[config.mk]
export PLATFORM = sky130hd
export DESIGN_NAME = slot_tx_channel
export DESIGN_NICKNAME = d
export VERILOG_FILES = /design/src/rtl/slot_tx_pkg.sv /design/src/rtl/slot_tx_store.sv /design/src/rtl/slot_tx_match.sv /design/src/rtl/slot_tx_channel.sv
export SDC_FILE = /design/constraint.sdc
export NUM_CORES = 1
export LEC_CHECK = 0
export BUFFER_PORTS_ARGS = -buffer_cell sky130_fd_sc_hd__buf_2
export CORE_UTILIZATION = 35
export CTS_CLUSTER_DIAMETER = 80
export DETAILED_ROUTE_END_ITERATION = 8
export PLACE_DENSITY = 0.59
export SLEW_MARGIN = 20
export SYNTH_ARGS = -nofsm -noshare
export SYNTH_HDL_FRONTEND = slang
export SYNTH_SLANG_ARGS = --single-unit
[constraint.sdc]
create_clock -name clk -period 3.7 [get_ports clk]
set_input_delay 0.185 -clock clk [delete_from_list [all_inputs] [get_ports clk]]
set_output_delay 0.185 -clock clk [all_outputs]
set_load 0.05 [all_outputs]
[src/rtl/slot_tx_pkg.sv]
package slot_tx_pkg;
    localparam int SLOTNUM_W  = 4;
    localparam int THR_W      = 3;
    localparam int FIRST_SLOT = 3;
    localparam int LAST_SLOT  = 12;
    localparam logic [1:0] LINK_ON = 2'b10;

    typedef struct packed {
        logic                 uf;
        logic                 req_en;
        logic [THR_W-1:0]     thr;
        logic [SLOTNUM_W-1:0] code;
        logic                 stereo;
        logic [1:0]           link;
    } ctrl_t;
endpackage

[src/rtl/slot_tx_store.sv]
module slot_tx_store #(
    parameter int DEPTH  = 8,
    parameter int WORD_W = 16
) (
    input  logic                          clk,
    input  logic                          rst_n,
    input  logic                          push,
    input  logic                          pop,
    input  logic [WORD_W-1:0]             wdata,
    output logic [WORD_W-1:0]             rdata,
    output logic [$clog2(DEPTH+1)-1:0]    count,
    output logic                          full,
    output logic                          empty
);
    localparam int PTR_W = (DEPTH > 1) ? $clog2(DEPTH) : 1;
    localparam int CNT_W = $clog2(DEPTH+1);
    localparam logic [PTR_W-1:0] PTR_LAST = PTR_W'(DEPTH-1);

    typedef struct packed {
        logic [PTR_W-1:0] wp;
        logic [PTR_W-1:0] rp;
        logic [CNT_W-1:0] cnt;
    } st_t;

    st_t st_d, st_q;
    logic [WORD_W-1:0] mem_q [DEPTH];
    logic push_ok, pop_ok;

    assign full    = (st_q.cnt == CNT_W'(DEPTH));
    assign empty   = (st_q.cnt == '0);
    assign push_ok = push && !full;
    assign pop_ok  = pop && !empty;
    assign rdata   = mem_q[st_q.rp];
    assign count   = st_q.cnt;

    always_comb begin
        st_d = st_q;
        if (push_ok) st_d.wp = (st_q.wp == PTR_LAST) ? '0 : st_q.wp + 1'b1;
        if (pop_ok)  st_d.rp = (st_q.rp == PTR_LAST) ? '0 : st_q.rp + 1'b1;
        case ({push_ok, pop_ok})
            2'b10:   st_d.cnt = st_q.cnt + 1'b1;
            2'b01:   st_d.cnt = st_q.cnt - 1'b1;
            default: st_d.cnt = st_q.cnt;
        endcase
    end

    always_ff @(posedge clk) begin
        if (!rst_n) st_q <= '0;
        else        st_q <= st_d;
    end

    always_ff @(posedge clk) begin
        if (push_ok) mem_q[st_q.wp] <= wdata;
    end

    // occupancy bounded by depth
    a_r1_cnt_bound: assert property (@(posedge clk) disable iff (!rst_n)
        st_q.cnt <= CNT_W'(DEPTH));
    // write into a full queue without a pop leaves occupancy unchanged
    a_r1_full_drop: assert property (@(posedge clk) disable iff (!rst_n)
        (full && push && !pop) |=> $stable(st_q.cnt));
endmodule

[src/rtl/slot_tx_match.sv]
module slot_tx_match
    import slot_tx_pkg::*;
(
    input  logic [1:0]           link,
    input  logic                 stereo,
    input  logic [SLOTNUM_W-1:0] code,
    input  logic                 req,
    input  logic [SLOTNUM_W-1:0] slot_num,
    output logic                 cfg_ok,
    output logic                 hit
);
    logic code_legal, index_match;

    always_comb begin
        code_legal  = (code >= SLOTNUM_W'(FIRST_SLOT)) && (code <= SLOTNUM_W'(LAST_SLOT))
                      && !(stereo && code == SLOTNUM_W'(LAST_SLOT));
        cfg_ok      = (link == LINK_ON) && code_legal;
        index_match = (slot_num == code) || (stereo && slot_num == code + 1'b1);
        hit         = req && cfg_ok && index_match;
    end
endmodule

[src/rtl/slot_tx_channel.sv]
module slot_tx_channel
    import slot_tx_pkg::*;
#(
    parameter int DEPTH  = 8,
    parameter int WORD_W = 16,
    parameter int PAD_W  = 4
) (
    input  logic                      clk,
    input  logic                      rst_n,
    input  logic                      csr_wr,
    input  logic [15:0]               csr_wdata,
    output logic [15:0]               csr_rdata,
    input  logic                      data_wr,
    input  logic [WORD_W-1:0]         data_wdata,
    input  logic                      slot_req,
    input  logic [SLOTNUM_W-1:0]      slot_num,
    output logic                      slot_valid,
    output logic [WORD_W+PAD_W-1:0]   slot_data,
    output logic                      irq,
    output logic                      dma_req
);
    localparam int CNT_W  = $clog2(DEPTH+1);
    localparam int SLOT_W = WORD_W + PAD_W;

    typedef struct packed {
        ctrl_t             ctrl;
        logic              sv;
        logic [SLOT_W-1:0] sd;
    } top_t;

    top_t t_d, t_q;
    logic [WORD_W-1:0] head_word;
    logic [CNT_W-1:0]  fill;
    logic              q_full, q_empty, cfg_ok, hit;
    logic [CNT_W-1:0]  free_cnt;

    slot_tx_store #(.DEPTH(DEPTH), .WORD_W(WORD_W)) u_store (
        .clk   (clk),
        .rst_n (rst_n),
        .push  (data_wr),
        .pop   (hit),
        .wdata (data_wdata),
        .rdata (head_word),
        .count (fill),
        .full  (q_full),
        .empty (q_empty)
    );

    slot_tx_match u_match (
        .link     (t_q.ctrl.link),
        .stereo   (t_q.ctrl.stereo),
        .code     (t_q.ctrl.code),
        .req      (slot_req),
        .slot_num (slot_num),
        .cfg_ok   (cfg_ok),
        .hit      (hit)
    );

    always_comb begin
        t_d    = t_q;
        t_d.sv = 1'b0;
        if (csr_wr) begin
            t_d.ctrl.link   = csr_wdata[1:0];
            t_d.ctrl.stereo = csr_wdata[3];
            t_d.ctrl.code   = csr_wdata[7:4];
            t_d.ctrl.thr    = csr_wdata[10:8];
            t_d.ctrl.req_en = csr_wdata[11];
            if (csr_wdata[15]) t_d.ctrl.uf = 1'b0;
        end
        if (hit) begin
            t_d.sv = 1'b1;
            if (q_empty) begin
                t_d.ctrl.uf = 1'b1;
                t_d.sd      = '0;
            end else begin
                t_d.sd = {head_word, {PAD_W{1'b0}}};
            end
        end
    end

    always_ff @(posedge clk) begin
        if (!rst_n) t_q <= '0;
        else        t_q <= t_d;
    end

    always_comb begin
        free_cnt   = CNT_W'(DEPTH) - fill;
        irq        = (t_q.ctrl.link == LINK_ON) && (32'(free_cnt) > 32'(t_q.ctrl.thr));
        dma_req    = irq && t_q.ctrl.req_en;
        slot_valid = t_q.sv;
        slot_data  = t_q.sd;
        csr_rdata  = {t_q.ctrl.uf, q_empty, q_full, 1'b0, t_q.ctrl.req_en, t_q.ctrl.thr,
                      t_q.ctrl.code, t_q.ctrl.stereo, 1'b0, t_q.ctrl.link};
    end

    // pad nibble of every returned slot value is zero
    a_r6_pad_zero: assert property (@(posedge clk) disable iff (!rst_n)
        slot_valid |-> (slot_data[PAD_W-1:0] == '0));
    // a slot answered from an empty queue carries zero
    a_r7_empty_zero: assert property (@(posedge clk) disable iff (!rst_n)
        (slot_valid && $past(q_empty)) |-> (slot_data == '0));
    // underflow flag only rises after a slot request
    a_r7_uf_cause: assert property (@(posedge clk) disable iff (!rst_n)
        $rose(t_q.ctrl.uf) |-> $past(slot_req));
    // an illegal or disabled configuration never serves a slot
    a_r3_no_serve: assert property (@(posedge clk) disable iff (!rst_n)
        !cfg_ok |=> !slot_valid);
    // interrupt only while the link is enabled
    a_r8_irq_enabled: assert property (@(posedge clk) disable iff (!rst_n)
        irq |-> (csr_rdata[1:0] == LINK_ON));
endmodule

==> metrics.csv, run 1 <==
metric,value,unit
status,"finished, final reports clean",
core,0.0195,mm²
clk_pin_slew_worst_paths,0.07,ns
slew_headroom,30.5,%
synth_cell_types,41,
hold_viol,0,
firstDrtPassIters,4,
syn-cell-area,0.00698,mm²
leakage,2.99,nW
drive_gt1_share,32.6,%
fin_nets,556,
numCtsBuffers,17,
worstPathRequired,4.04,ns
rows,51,
tns,0,ns
num-fill-cells,1802,
synth_edf_count,128,
cts_sinks,170,
place_hpwl,8.05,mm
dieArea,0.0205,mm²
cp_max_fo,6,
post-route-min-period,2.90,ns
grt_max_degree,45,
cp_slowest_cell,dfxtp_1,
path_cells,ha_1 > xor3_1 > nor4b_2 > nor2_1 > nor2_1 > buf_4 > ha_1 > xor2_1 > ha_1 > a21oi_1 > xor2_1 > or3_1 > a21boi_0,
cts_tree,built,
post_cts_resized,0,
final_core_util,42.0,%
cts.hold.buffers_added,0,
ys.flop_type,edfxtp_1,
setup_viol,0,
rsz0062_at_grt,false,
ant_nets,0,
max_freq,345,MHz
wl,13.6,mm
antenna_found_initial,0,
timing.final.crit_share,78.4,%
hp-class,primary input to register,
end_kind,register,
cp.arrival,3.24,ns
syn_avg_cell_area,16.3,µm²
r2r_slack,0.80,ns
power_density,495,mW/mm²
netlist_top_cells_area,"edfxtp_1 55%, dfxtp_1 12%, mux4_2 10%, mux2i_1 4.4%, mux2_2 2.6%",
peakVddDrop,0.383,mV
worst_pin_slew,1.04,ns
yosys-top-cells-count,"128 x edfxtp_1, 46 x nand2_1, 42 x dfxtp_1",
postCtsSetupBuffers,0,
die_y,143,µm
grt-ovfl-total,0,
wl_per_cell,17.4,µm
clock_path_buffers,2,
io_pins,80,
numPortBuffers,69,
crit_top_cell,ha_1,
clock_skew,0.0175,ns
die_w,143,µm
cts_root_buffer,clkbuf_16,
grt_usage,14.3,%
synth_warnings,0,
viasPerCell,4.69,
cpLargestDelayFamily,simple AND/OR/NAND/NOR gates,
drtIter0Drc,134,
synth_top_cell_by_area,edfxtp_1,
seq_area_frac_synth,67.1,%
max-cap-violations,0,
cp_slowest_stage_delay,0.44,ns
crit_type,register to register,
place_congestion,0.747,
cts-htree-levels,4,
num_vias,3665,
slew_violations,0,
ys_async_sr_fraction,0,%
ys_seq_elements,170,
initial_core_util,35.7,%
synth_most_common_cell,edfxtp_1,
drc,0,
grt_pass1_wl,21.1,mm
first_global_vias,3789,
synth_top_area_share,55.1,%
clock_latency,0.43,ns
cp.buffers_inverters,1,
syn_to_final_growth,17.5,%
worstSetupStartpointType,register,
syn_inst,427,
==> stage by stage <==
stage / hold WS, ns / power, W / worst slack (ns) / cells / instance area [µm²]
floorplan: 0.284 / 0.00232 / 0.471 / 432 / 7000
global placement: 0.446 / 0.00240 / 0.888 / 748 / 7630
detailed placement: 0.449 / 0.00241 / 0.787 / 748 / 7630
CTS: 0.00962 / 0.00410 / 0.771 / 780 / 8200
global route: 0.0253 / 0.00420 / 0.584 / 780 / 8200
finish: 0.0230 / 0.00406 / 0.799 / 781 / 8200
==> area by class of cell <==
| cell class | instances | area (µm²) | area share (%) |
|---|---|---|---|
| antenna | 1 | 2.50 | 0.0305 |
| clock buffer | 18 | 429 | 5.23 |
| clock inverter | 14 | 135 | 1.65 |
| inverter | 9 | 33.8 | 0.412 |
| multi-input combinational | 224 | 2150 | 26.2 |
| sequential | 170 | 4690 | 57.2 |
| tap | 265 | 332 | 4.04 |
| timing repair buffer | 80 | 428 | 5.22 |
==> registers in the layout (all words and copies together) (netlist names), named ones only <==
name           count
csr_rdata         12
slot_data         16
slot_valid         1
u_store.count      4
u_store.mem_q    128
u_store.st_q       6
==> routing by layer <==
metal  global-route usage, %  wire length [µm]  up-vias
met5                       0                 0        -
met4                    4.54               119        0
met3                    3.69               632       10
met2                    24.2              6610       91
met1                    17.9              6190     1821
li1                        -                 -     1743
==> logic make-up after synthesis <==
kind of cell	share of synthesized area [%]
DFF	67.1
and+or+nand+nor	6.90
muxes	17.4
buffers and inverters	2.92
AOI/OAI and AO/OA	1.49
adders and majority gates	2.33
xor gates and xnor gates	1.85
other	0.0537
==> final timing paths <==
| check | from | end | depth (start not counted) |
|---|---|---|---|
| hold reg to reg | slot_data[8] | slot_data[8] | 2 |
| setup reg to reg | csr_rdata[5] | u_store.count[2] | 13 |
| setup / recovery | csr_rdata[5] | u_store.count[2] | 13 |
| hold / removal | data_wdata[12] | u_store.mem_q[1][12] | 1 |
==> where the power goes <==
part	leakage [nW]	switching (W)	total, W	internal [W]
combinational	1.21	0.000160	0.000252	0.0000919
sequential	1.51	0.0000210	0.00211	0.00209
clock	0.277	0.000754	0.00170	0.000943
total	2.99	0.000935	0.00406	0.00312
==> layout by cell type (no fill, tap or decap), types with 5 or more instances in the layout <==
master	netlist	routed
edfxtp_1	128	128
buf_2	3	69
nand2_1	46	46
dfxtp_1	42	40
mux4_2	32	32
mux2i_1	31	31
clkbuf_16	0	17
nor2b_1	16	16
mux2_2	16	16
ha_1	13	13
buf_4	9	11
inv_1	8	8
xnor2_1	8	8
nand3_1	7	7
nor2_1	6	6
conb_1	1	6
inv_6	0	5
Note: power is estimated with default switching activity, not from simulation.
==> run 2: changes to the inputs <==
clock period = 3 ns   (was 3.7 ns; I/O delays follow)
==> metrics.csv, run 2 (synthesized netlist as in run 1, its figures left out) <==
metric,value,unit,change
area.sequential,0.00469,mm²,about the same
wl_per_cell,17.5,µm,+0.73%
final_common_cell,edfxtp_1,,
rows,51,,unchanged
crit_type,register to register,,
tns,0,ns,unchanged
first_global_vias,3968,,+4.7%
drive_gt1_share,32.8,%,+0.22 points
cp_max_fo,6,,unchanged
leakage,3.14,nW,+5.0%
hold_viol,0,,unchanged
grt_max_degree,45,,unchanged
cp_slowest_cell,xor3_1,,
clk_pin_slew_worst_paths,0.07,ns,about the same
setup_viol,0,,unchanged
clock_latency,0.42,ns,about the same
worst_pin_slew,1.06,ns,+0.0128 ns
path_cells,ha_1 > xor3_1 > nor4b_4 > nor2_1 > nor2_2 > ha_2 > xor2_1 > ha_1 > a21oi_1 > xor2_1 > or3_1 > a21boi_0,,
slew_headroom,29.6,%,-0.86 points
final_core_util,43.8,%,+1.9 points
drc,0,,unchanged
cp.buffers_inverters,0,,-1
syn_to_final_growth,22.6,%,
place_congestion,0.761,,+1.9%
slew_violations,0,,unchanged
cp_slowest_stage_delay,0.39,ns,-0.05 ns
holdWs,0.0149,ns,-0.00805 ns
grt_pass1_wl,22.0,mm,+4.2%
final_area,0.00856,mm²,+4.4%
timing.final.crit_share,92.0,%,+14 points
r2r_slack,0.24,ns,-0.56 ns
antennaDiodeCount,0,,-1
drtIter0Drc,167,,+25%
die_w,143,µm,unchanged
cts_tree,built,,
num_vias,3793,,+3.5%
status,"finished, final reports clean",,
power_density,610,mW/mm²,+23%
end_kind,register,,
initial_core_util,35.7,%,unchanged
clock_path_buffers,2,,unchanged
firstDrtPassIters,4,,unchanged
numCtsBuffers,17,,unchanged
largest_register,u_store.mem_q,,
cts_sinks,170,,unchanged
place_hpwl,8.15,mm,+1.2%
io_pins,80,,unchanged
peakVddDrop,0.426,mV,+11%
max-cap-violations,0,,unchanged
grt_usage,14.8,%,+0.53 points
worstSetupStartpointType,register,,
die_y,143,µm,unchanged
post-route-min-period,2.76,ns,-0.140 ns
max_freq,362,MHz,+5.1%
cp.arrival,3.10,ns,-0.14 ns
multi_input_area,0.00217,mm²,+1.0%
clock_skew,0.00968,ns,-0.00781 ns
worstPathRequired,3.34,ns,-0.70 ns
cts_root_buffer,clkbuf_16,,
antenna_found_initial,0,,unchanged
dieArea,0.0205,mm²,unchanged
core,0.0195,mm²,unchanged
num-fill-cells,1769,,-1.8%
dpl-instance-area,0.00769,mm²,+0.70%
largest_register_ff_count,128,,unchanged
ant_nets,0,,unchanged
viasPerCell,4.70,,+0.16%
grt-ovfl-total,0,,unchanged
cpLargestDelayFamily,simple AND/OR/NAND/NOR gates,,
cts-htree-levels,4,,unchanged
final_cell_mix,"128 x edfxtp_1, 69 x buf_2, 46 x nand2_1",,
hp-class,primary input to register,,
fin_nets,583,,+4.9%
power,0.00522,W,+29%
numPortBuffers,69,,unchanged
wl,14.1,mm,+4.1%
rsz0062_at_grt,false,,
[run 2: worst min-delay path, delay by kind of cell]
family,cells,cell delay (ns)
buf+inv,1,0.08
simple gates,1,0.10
mux,1,0.06
[run 2: final timing paths]
check,from,depth (start not counted),to
worst min register to register,slot_data[8],2,slot_data[8]
worst max-delay path,csr_rdata[4],12,u_store.count[2]
worst min-delay path,csr_wdata[4],3,csr_rdata[4]
worst max register to register,csr_rdata[4],12,u_store.count[2]
[run 2: report_power, final]
group / switching (W) / internal, W
Clock: 0.000999 / 0.00128
Combinational: 0.000205 / 0.000137
Sequential: 0.0000270 / 0.00257
[run 2: timing repair]
item                                   4_1_cts  5_1_grt
hold buffers                                23        0
setup buffers                                0        0
endpoints found under the hold margin      108        0
setup endpoints to repair                    0        1
resized for setup                            0        3
[run 2: stage by stage]
step	std cells	setup slack, ns
after global routing	807	0.0473
after floorplan	432	0.0312
after CTS	807	0.123
after global placement	752	0.272
final	807	0.239
after detailed placement	752	0.151
[run 2: cell type report]
class | instances | share of cell area [%]
clock buffers | 17 | 4.97
multi-input cells | 224 | 25.4
flip-flops and latches | 170 | 54.8
clock inverters | 15 | 2.40
repair buffers | 107 | 8.18
well taps | 265 | 3.87
inverters | 9 | 0.395
[run 2: metal layers]
metal  share of wire (%)  global-route usage (%)  vias to the layer above
met5                   0                       0                        -
met4                0.82                    3.75                        0
met3                 4.0                    4.26                        9
met2                  50                    25.6                       83
met1                  45                    18.2                     1908
li1                    -                       -                     1793
